## config.mk

```make
export PLATFORM = sky130hd
export DESIGN_NAME = i2c_ptr_target
export DESIGN_NICKNAME = d
export VERILOG_FILES = /design/src/rtl/i2c_ptr_pkg.sv /design/src/rtl/i2c_line_sync.sv /design/src/rtl/i2c_byte_store.sv /design/src/rtl/i2c_ptr_target.sv
export SDC_FILE = /design/constraint.sdc
export NUM_CORES = 2
export LEC_CHECK = 0
export ABC_AREA = 1
export CAP_MARGIN = 20
export CORE_MARGIN = 5
export CORE_UTILIZATION = 40
export CTS_CLUSTER_SIZE = 20
export DETAILED_ROUTE_END_ITERATION = 6
export DONT_BUFFER_PORTS = 1
export HOLD_SLACK_MARGIN = 0.05
export SYNTH_ARGS = -nofsm -noshare
export SYNTH_HDL_FRONTEND = slang
export SYNTH_SLANG_ARGS = --single-unit
```

## constraint.sdc

```tcl
create_clock -name clk -period 3.49 [get_ports clk]
set_clock_uncertainty 0.05 [all_clocks]
set_input_delay 0.1745 -clock clk [delete_from_list [all_inputs] [get_ports clk]]
set_output_delay 0.1745 -clock clk [all_outputs]
set_load 0.005 [all_outputs]
```

## src/rtl/i2c_ptr_pkg.sv

```systemverilog
package i2c_ptr_pkg;
    localparam int unsigned BYTE_W  = 8;
    localparam int unsigned CNT_W   = 4;
    localparam logic [CNT_W-1:0] BYTE_END = CNT_W'(BYTE_W);

    typedef enum logic [2:0] {
        ST_IDLE,
        ST_ADDR,
        ST_ADDR_ACK,
        ST_WR,
        ST_WR_ACK,
        ST_RD,
        ST_RD_ACK,
        ST_SKIP
    } tgt_state_t;

    typedef struct packed {
        logic scl;
        logic scl_rise;
        logic scl_fall;
        logic start;
        logic stop;
        logic sda;
    } bus_evt_t;

    function automatic logic addr_hit(input logic [BYTE_W-1:0] rx, input logic [6:0] own);
        return rx[BYTE_W-1:1] == own;
    endfunction
endpackage

```

## src/rtl/i2c_line_sync.sv

```systemverilog
module i2c_line_sync
    import i2c_ptr_pkg::*;
#(
    parameter int unsigned STAGES = 2
) (
    input  logic     clk,
    input  logic     rst,
    input  logic     scl_in,
    input  logic     sda_in,
    output bus_evt_t evt
);
    logic [STAGES-1:0] scl_sh;
    logic [STAGES-1:0] sda_sh;
    logic              scl_d;
    logic              sda_d;

    generate
        if (STAGES == 1) begin : g_one
            always_ff @(posedge clk) begin
                if (rst) begin
                    scl_sh <= '1;
                    sda_sh <= '1;
                end else begin
                    scl_sh <= scl_in;
                    sda_sh <= sda_in;
                end
            end
        end else begin : g_chain
            always_ff @(posedge clk) begin
                if (rst) begin
                    scl_sh <= '1;
                    sda_sh <= '1;
                end else begin
                    scl_sh <= {scl_sh[STAGES-2:0], scl_in};
                    sda_sh <= {sda_sh[STAGES-2:0], sda_in};
                end
            end
        end
    endgenerate

    always_ff @(posedge clk) begin
        if (rst) begin
            scl_d <= 1'b1;
            sda_d <= 1'b1;
        end else begin
            scl_d <= scl_sh[STAGES-1];
            sda_d <= sda_sh[STAGES-1];
        end
    end

    always_comb begin
        evt.scl      = scl_sh[STAGES-1];
        evt.sda      = sda_sh[STAGES-1];
        evt.scl_rise = evt.scl & ~scl_d;
        evt.scl_fall = ~evt.scl & scl_d;
        evt.start    = evt.scl & scl_d & sda_d & ~evt.sda;
        evt.stop     = evt.scl & scl_d & ~sda_d & evt.sda;
    end
endmodule

```

## src/rtl/i2c_byte_store.sv

```systemverilog
module i2c_byte_store #(
    parameter int unsigned DEPTH = 128,
    parameter int unsigned WIDTH = 8,
    localparam int unsigned AW = $clog2(DEPTH)
) (
    input  logic             clk,
    input  logic             rst,
    input  logic             we,
    input  logic [AW-1:0]    waddr,
    input  logic [WIDTH-1:0] wdata,
    input  logic [AW-1:0]    raddr,
    output logic [WIDTH-1:0] rdata
);
    logic [WIDTH-1:0] cells [DEPTH];

    always_ff @(posedge clk) begin
        if (rst) begin
            for (int i = 0; i < DEPTH; i++) cells[i] <= '0;
        end else if (we) begin
            cells[waddr] <= wdata;
        end
    end

    assign rdata = cells[raddr];


    write_lands_chk: assert property (@(posedge clk) disable iff (rst)
        we |=> cells[$past(waddr)] == $past(wdata));
endmodule

```

## src/rtl/i2c_ptr_target.sv

```systemverilog
module i2c_ptr_target
    import i2c_ptr_pkg::*;
#(
    parameter logic [6:0]  OWN_ADDR    = 7'h52,
    parameter int unsigned MEM_DEPTH   = 128,
    parameter int unsigned SYNC_STAGES = 2,
    localparam int unsigned PW = $clog2(MEM_DEPTH)
) (
    input  logic clk,
    input  logic rst,
    input  logic scl_in,
    input  logic sda_in,
    output logic sda_pull
);
    bus_evt_t          evt;
    tgt_state_t        state;
    logic [CNT_W-1:0]  bit_cnt;
    logic [BYTE_W-1:0] shreg;
    logic [PW-1:0]     ptr;
    logic              rw_bit;
    logic              first_wr;
    logic              more_rd;
    logic [BYTE_W-1:0] rd_data;
    logic              byte_end;
    logic              mem_we;

    i2c_line_sync #(.STAGES(SYNC_STAGES)) u_sync (
        .clk(clk), .rst(rst), .scl_in(scl_in), .sda_in(sda_in), .evt(evt)
    );

    assign byte_end = evt.scl_fall && (bit_cnt == BYTE_END);
    assign mem_we   = (state == ST_WR) && byte_end && !first_wr;

    i2c_byte_store #(.DEPTH(MEM_DEPTH), .WIDTH(BYTE_W)) u_store (
        .clk(clk), .rst(rst), .we(mem_we), .waddr(ptr), .wdata(shreg),
        .raddr(ptr), .rdata(rd_data)
    );

    always_ff @(posedge clk) begin
        if (rst) begin
            state    <= ST_IDLE;
            bit_cnt  <= '0;
            shreg    <= '0;
            ptr      <= '0;
            rw_bit   <= 1'b0;
            first_wr <= 1'b0;
            more_rd  <= 1'b0;
            sda_pull <= 1'b0;
        end else if (evt.stop) begin
            state    <= ST_IDLE;
            sda_pull <= 1'b0;
        end else if (evt.start) begin
            state    <= ST_ADDR;
            bit_cnt  <= '0;
            sda_pull <= 1'b0;
        end else begin
            unique case (state)
                ST_ADDR: begin
                    if (evt.scl_rise) begin
                        shreg   <= {shreg[BYTE_W-2:0], evt.sda};
                        bit_cnt <= bit_cnt + 1'b1;
                    end else if (byte_end) begin
                        if (addr_hit(shreg, OWN_ADDR)) begin
                            sda_pull <= 1'b1;
                            rw_bit   <= shreg[0];
                            first_wr <= 1'b1;
                            state    <= ST_ADDR_ACK;
                        end else begin
                            state <= ST_SKIP;
                        end
                    end
                end
                ST_ADDR_ACK: begin
                    if (evt.scl_fall) begin
                        bit_cnt <= '0;
                        if (rw_bit) begin
                            shreg    <= rd_data;
                            sda_pull <= ~rd_data[BYTE_W-1];
                            state    <= ST_RD;
                        end else begin
                            sda_pull <= 1'b0;
                            state    <= ST_WR;
                        end
                    end
                end
                ST_WR: begin
                    if (evt.scl_rise) begin
                        shreg   <= {shreg[BYTE_W-2:0], evt.sda};
                        bit_cnt <= bit_cnt + 1'b1;
                    end else if (byte_end) begin
                        sda_pull <= 1'b1;
                        state    <= ST_WR_ACK;
                        if (first_wr) begin
                            ptr      <= shreg[PW-1:0];
                            first_wr <= 1'b0;
                        end else begin
                            ptr <= ptr + 1'b1;
                        end
                    end
                end
                ST_WR_ACK: begin
                    if (evt.scl_fall) begin
                        sda_pull <= 1'b0;
                        bit_cnt  <= '0;
                        state    <= ST_WR;
                    end
                end
                ST_RD: begin
                    if (evt.scl_rise) begin
                        bit_cnt <= bit_cnt + 1'b1;
                    end else if (byte_end) begin
                        sda_pull <= 1'b0;
                        ptr      <= ptr + 1'b1;
                        state    <= ST_RD_ACK;
                    end else if (evt.scl_fall) begin
                        shreg    <= {shreg[BYTE_W-2:0], 1'b0};
                        sda_pull <= ~shreg[BYTE_W-2];
                    end
                end
                ST_RD_ACK: begin
                    if (evt.scl_rise) begin
                        more_rd <= ~evt.sda;
                    end else if (evt.scl_fall) begin
                        if (more_rd) begin
                            shreg    <= rd_data;
                            sda_pull <= ~rd_data[BYTE_W-1];
                            bit_cnt  <= '0;
                            state    <= ST_RD;
                        end else begin
                            state <= ST_SKIP;
                        end
                    end
                end
                default: ;
            endcase
        end
    end


    pull_moves_scl_low_chk: assert property (@(posedge clk) disable iff (rst)
        (sda_pull != $past(sda_pull)) |-> !evt.scl);


    stop_to_idle_chk: assert property (@(posedge clk) disable iff (rst)
        evt.stop |=> (state == ST_IDLE) && !sda_pull);


    skip_silent_chk: assert property (@(posedge clk) disable iff (rst)
        (state == ST_SKIP) |-> !sda_pull);


    ack_held_chk: assert property (@(posedge clk) disable iff (rst)
        (state == ST_ADDR_ACK || state == ST_WR_ACK) |-> sda_pull);


    ptr_wrap_chk: assert property (@(posedge clk) disable iff (rst)
        (state == ST_RD && byte_end && ptr == PW'(MEM_DEPTH-1)) |=> ptr == '0);
endmodule

```

==> metrics <==
sequential share of power=0.481; ys flop type=edfxtp_1; Buffers on Ports=0; asr flop ratio synth=0; maximum clock path buffer count=3; CTS resizes=0; htree depth=3; WS Path Type=flip-flop to flip-flop; NumNets Final=4915; Synthesized Nets=5062; crit start category=flip-flop; P_sw=8.75 mW; grt total ovfl=0; critical path's slowest cell=nand2_1; clk sinks=1063; CTS buffer count=111; DR vias=between 30000 and 40000; TritonCTS clock tree=built; worst endpoint required time=3780 ps; IO Pins=5; Hold Fails Final Rpt=0; CP Cell Sequence=inv_1 > ha_1 > nand3_1 > nor2_4 > inv_2 > nor4_2 > nand2_1 > nor2_4 > buf_12 > nand2_1 > nand2_1; drt wl/cell=21.1 µm; biggest area consumer among synthesized cells=edfxtp_1; maximum vdd drop=0.947 mV; max_cap viols=0; post-synthesis sequential area ratio=0.655; initial antenna violation count=1; largest net degree at the start of global routing=186; largest cells by area after synthesis=edfxtp_1 64%, nand2_1 11%, nand3_1 10%, nor2_1 8.3%, clkbuf_1 2.5%; Power Internal=~22 mW; Final Slew Violations=0; status=finished, final reports clean; top-count cell post-synth=nand2_1; Chip Height=357 µm; sw frac=0.287; Layout area overhead=11.3%; vias in the first global route=34100; final WL=140000 µm; Setup crit end kind=flip-flop; period utilization=0.871; clock transition at the registers of the reported paths=around 70 ps; average size of a mapped cell=9.53 µm²; Comb power frac=0.132; multi-input logic area=15100 µm²; post-synth top area share=0.638; Worst-Skew Late Latency=between 600 and 700 ps; core box area=120000 µm²; layout filler cell count=11400; crit-path most repeated cell=nand2_1; Power Density=568 nW/µm²; die area=127000 µm²; Rel. slew slack=0.336; clock power share=0.387; Distinct cells, synth=33; unrepaired setup endpoints after global routing=no; drt first pass iters=7; Final Critical Period=3040 ps; Synth Cell Area=48200 µm²; Post-route DRC=0; max incr delay on CP=330 ps; GPL Wtd Cong=about 0.90; Slew @ Worst Pin=997 ps; post-route insts no fill=between 6000 and 7000; gr usage total=0.215; CP bufs+invs=3; largest fanout on the critical path=13; LEAKAGE=18.9 nW; Die Wd=357 µm; first-pass GRT wire length=209000 µm; Worst EP arrival=3330 ps; row count=127; Commonest cells post-synth=1377 x nand2_1, 1066 x nor2_1, 1024 x edfxtp_1, 966 x nand3_1, 319 x clkbuf_1; synthesized instance count=5055; root buffer cell=clkbuf_16; DR iter-0 viols=~4200; Register Area=31500 µm²; EDFF count, synth=1024; Ys Warns=0; Final setup violation count=0; fmax=329 MHz; antenna violation net count after detailed routing=0; #FFs+latches synth=1063; setup TNS=0 ps; placed insts=6402; hold crit path type=primary input to flip-flop; Post-DP HPWL=82500 µm; Initial Utilization=0.402; share of cells above drive strength 1=0.0711; largest delay contributor family on the critical path=simple AND/OR/NAND/NOR gates; Vias/cell=between 5 and 6
stage by stage:
step | util | setup slack (ps) | power [mW] | hold slack (ps) | area [µm²]
after global placement | 0.417 | 485 | 18.9 | 206 | 50000
after CTS | 0.447 | 436 | 30.5 | 77.0 | 53600
final | 0.447 | 449 | 30.4 | 119 | 53600
after global routing | 0.447 | 172 | 31.3 | 125 | 53600
after floorplan | - | 973 | 16.8 | 228 | 48200
after detailed placement | 0.417 | 460 | 18.9 | 211 | 50000
power by group through the flow:
stage | clock (mW) | sequential (mW) | combinational, mW
4_1_cts | 11.9 | 14.6 | 3.99
6_report | 11.8 | 14.6 | 4.02
3_5_place_dp | 0 | 14.9 | 3.98
5_1_grt | 12.4 | 14.7 | 4.16
3_3_place_gp | 0 | 14.9 | 3.98
2_1_floorplan | 0 | 14.8 | 2.05
cell usage in the layout, fill, tap and decap left out, drive strengths merged, types with 4 or more instances in the layout:
cell type and count:
o21ai 26, nor2 1078, bufinv 12, dlygate4sd3 5, clkinv 54, or2 5
nand2 1436, nand4 4, dfxtp 39, nor3 8, a21oi 33, a211oi 7
buf 96, clkbuf 129, nand3 966, edfxtp 1024, inv 51, clkinvlp 6
routing by layer:
metal  vias to the layer above  global-route usage  part of all wire
met5                         -                   0                 0
li1                      16800                   -                 -
met1                     17400               0.299              0.41
met3                       237              0.0324             0.086
met4                         0              0.0674             0.029
met2                      1590               0.350              0.47
flip-flops by register name (all words and copies together) (netlist names), 2 cells and up, named ones only:
register / flops
u_sync.scl_sh: 2
state: 3
u_sync.sda_sh: 2
ptr: 7
shreg: 8
u_store.cells: 1024
bit_cnt: 4
logic make-up after synthesis:
logic type	synth area share
xor+xnor	0.000182
fa+ha+maj	0.000779
simple gates	0.303
compound gates	0.00878
buf+inv	0.0329
flops	0.655
what timing repair did:
item                      in CTS  in global routing
buffers inserted               0                  0
hold buffers                   5                  0
hold endpoints to repair      24                  0
cell type report:
cell class              instances  share of cell area
multi-input cells            3580               0.281
inverters                      51             0.00474
clock inverters                72              0.0127
flip-flops and latches       1063               0.588
clock buffers                 129              0.0541
well taps                    1612              0.0376
diodes                          1           0.0000467
repair buffers                101              0.0211
final timing paths:
| kind | depth (start not counted) | slack [ps] | from | end |
|---|---|---|---|---|
| worst max-delay path | 11 | 450 | bit_cnt[0]$_SDFFE_PP0P_ | u_store.cells[57][2]$_SDFFCE_PN0P_ |
| worst min-delay path | 3 | 120 | rst | u_sync.sda_d$_SDFF_PP1_ |
| worst max register to register | 11 | 450 | bit_cnt[0]$_SDFFE_PP0P_ | u_store.cells[57][2]$_SDFFCE_PN0P_ |
| worst min register to register | 1 | 410 | u_sync.sda_sh[0]$_SDFF_PP1_ | u_sync.sda_sh[1]$_SDFF_PP1_ |
worst min-delay path, stage by stage:
cell and delay, ps:
inv_6 210, buf_12 310, nand2_1 90
Note: power is estimated with default switching activity, not from simulation.
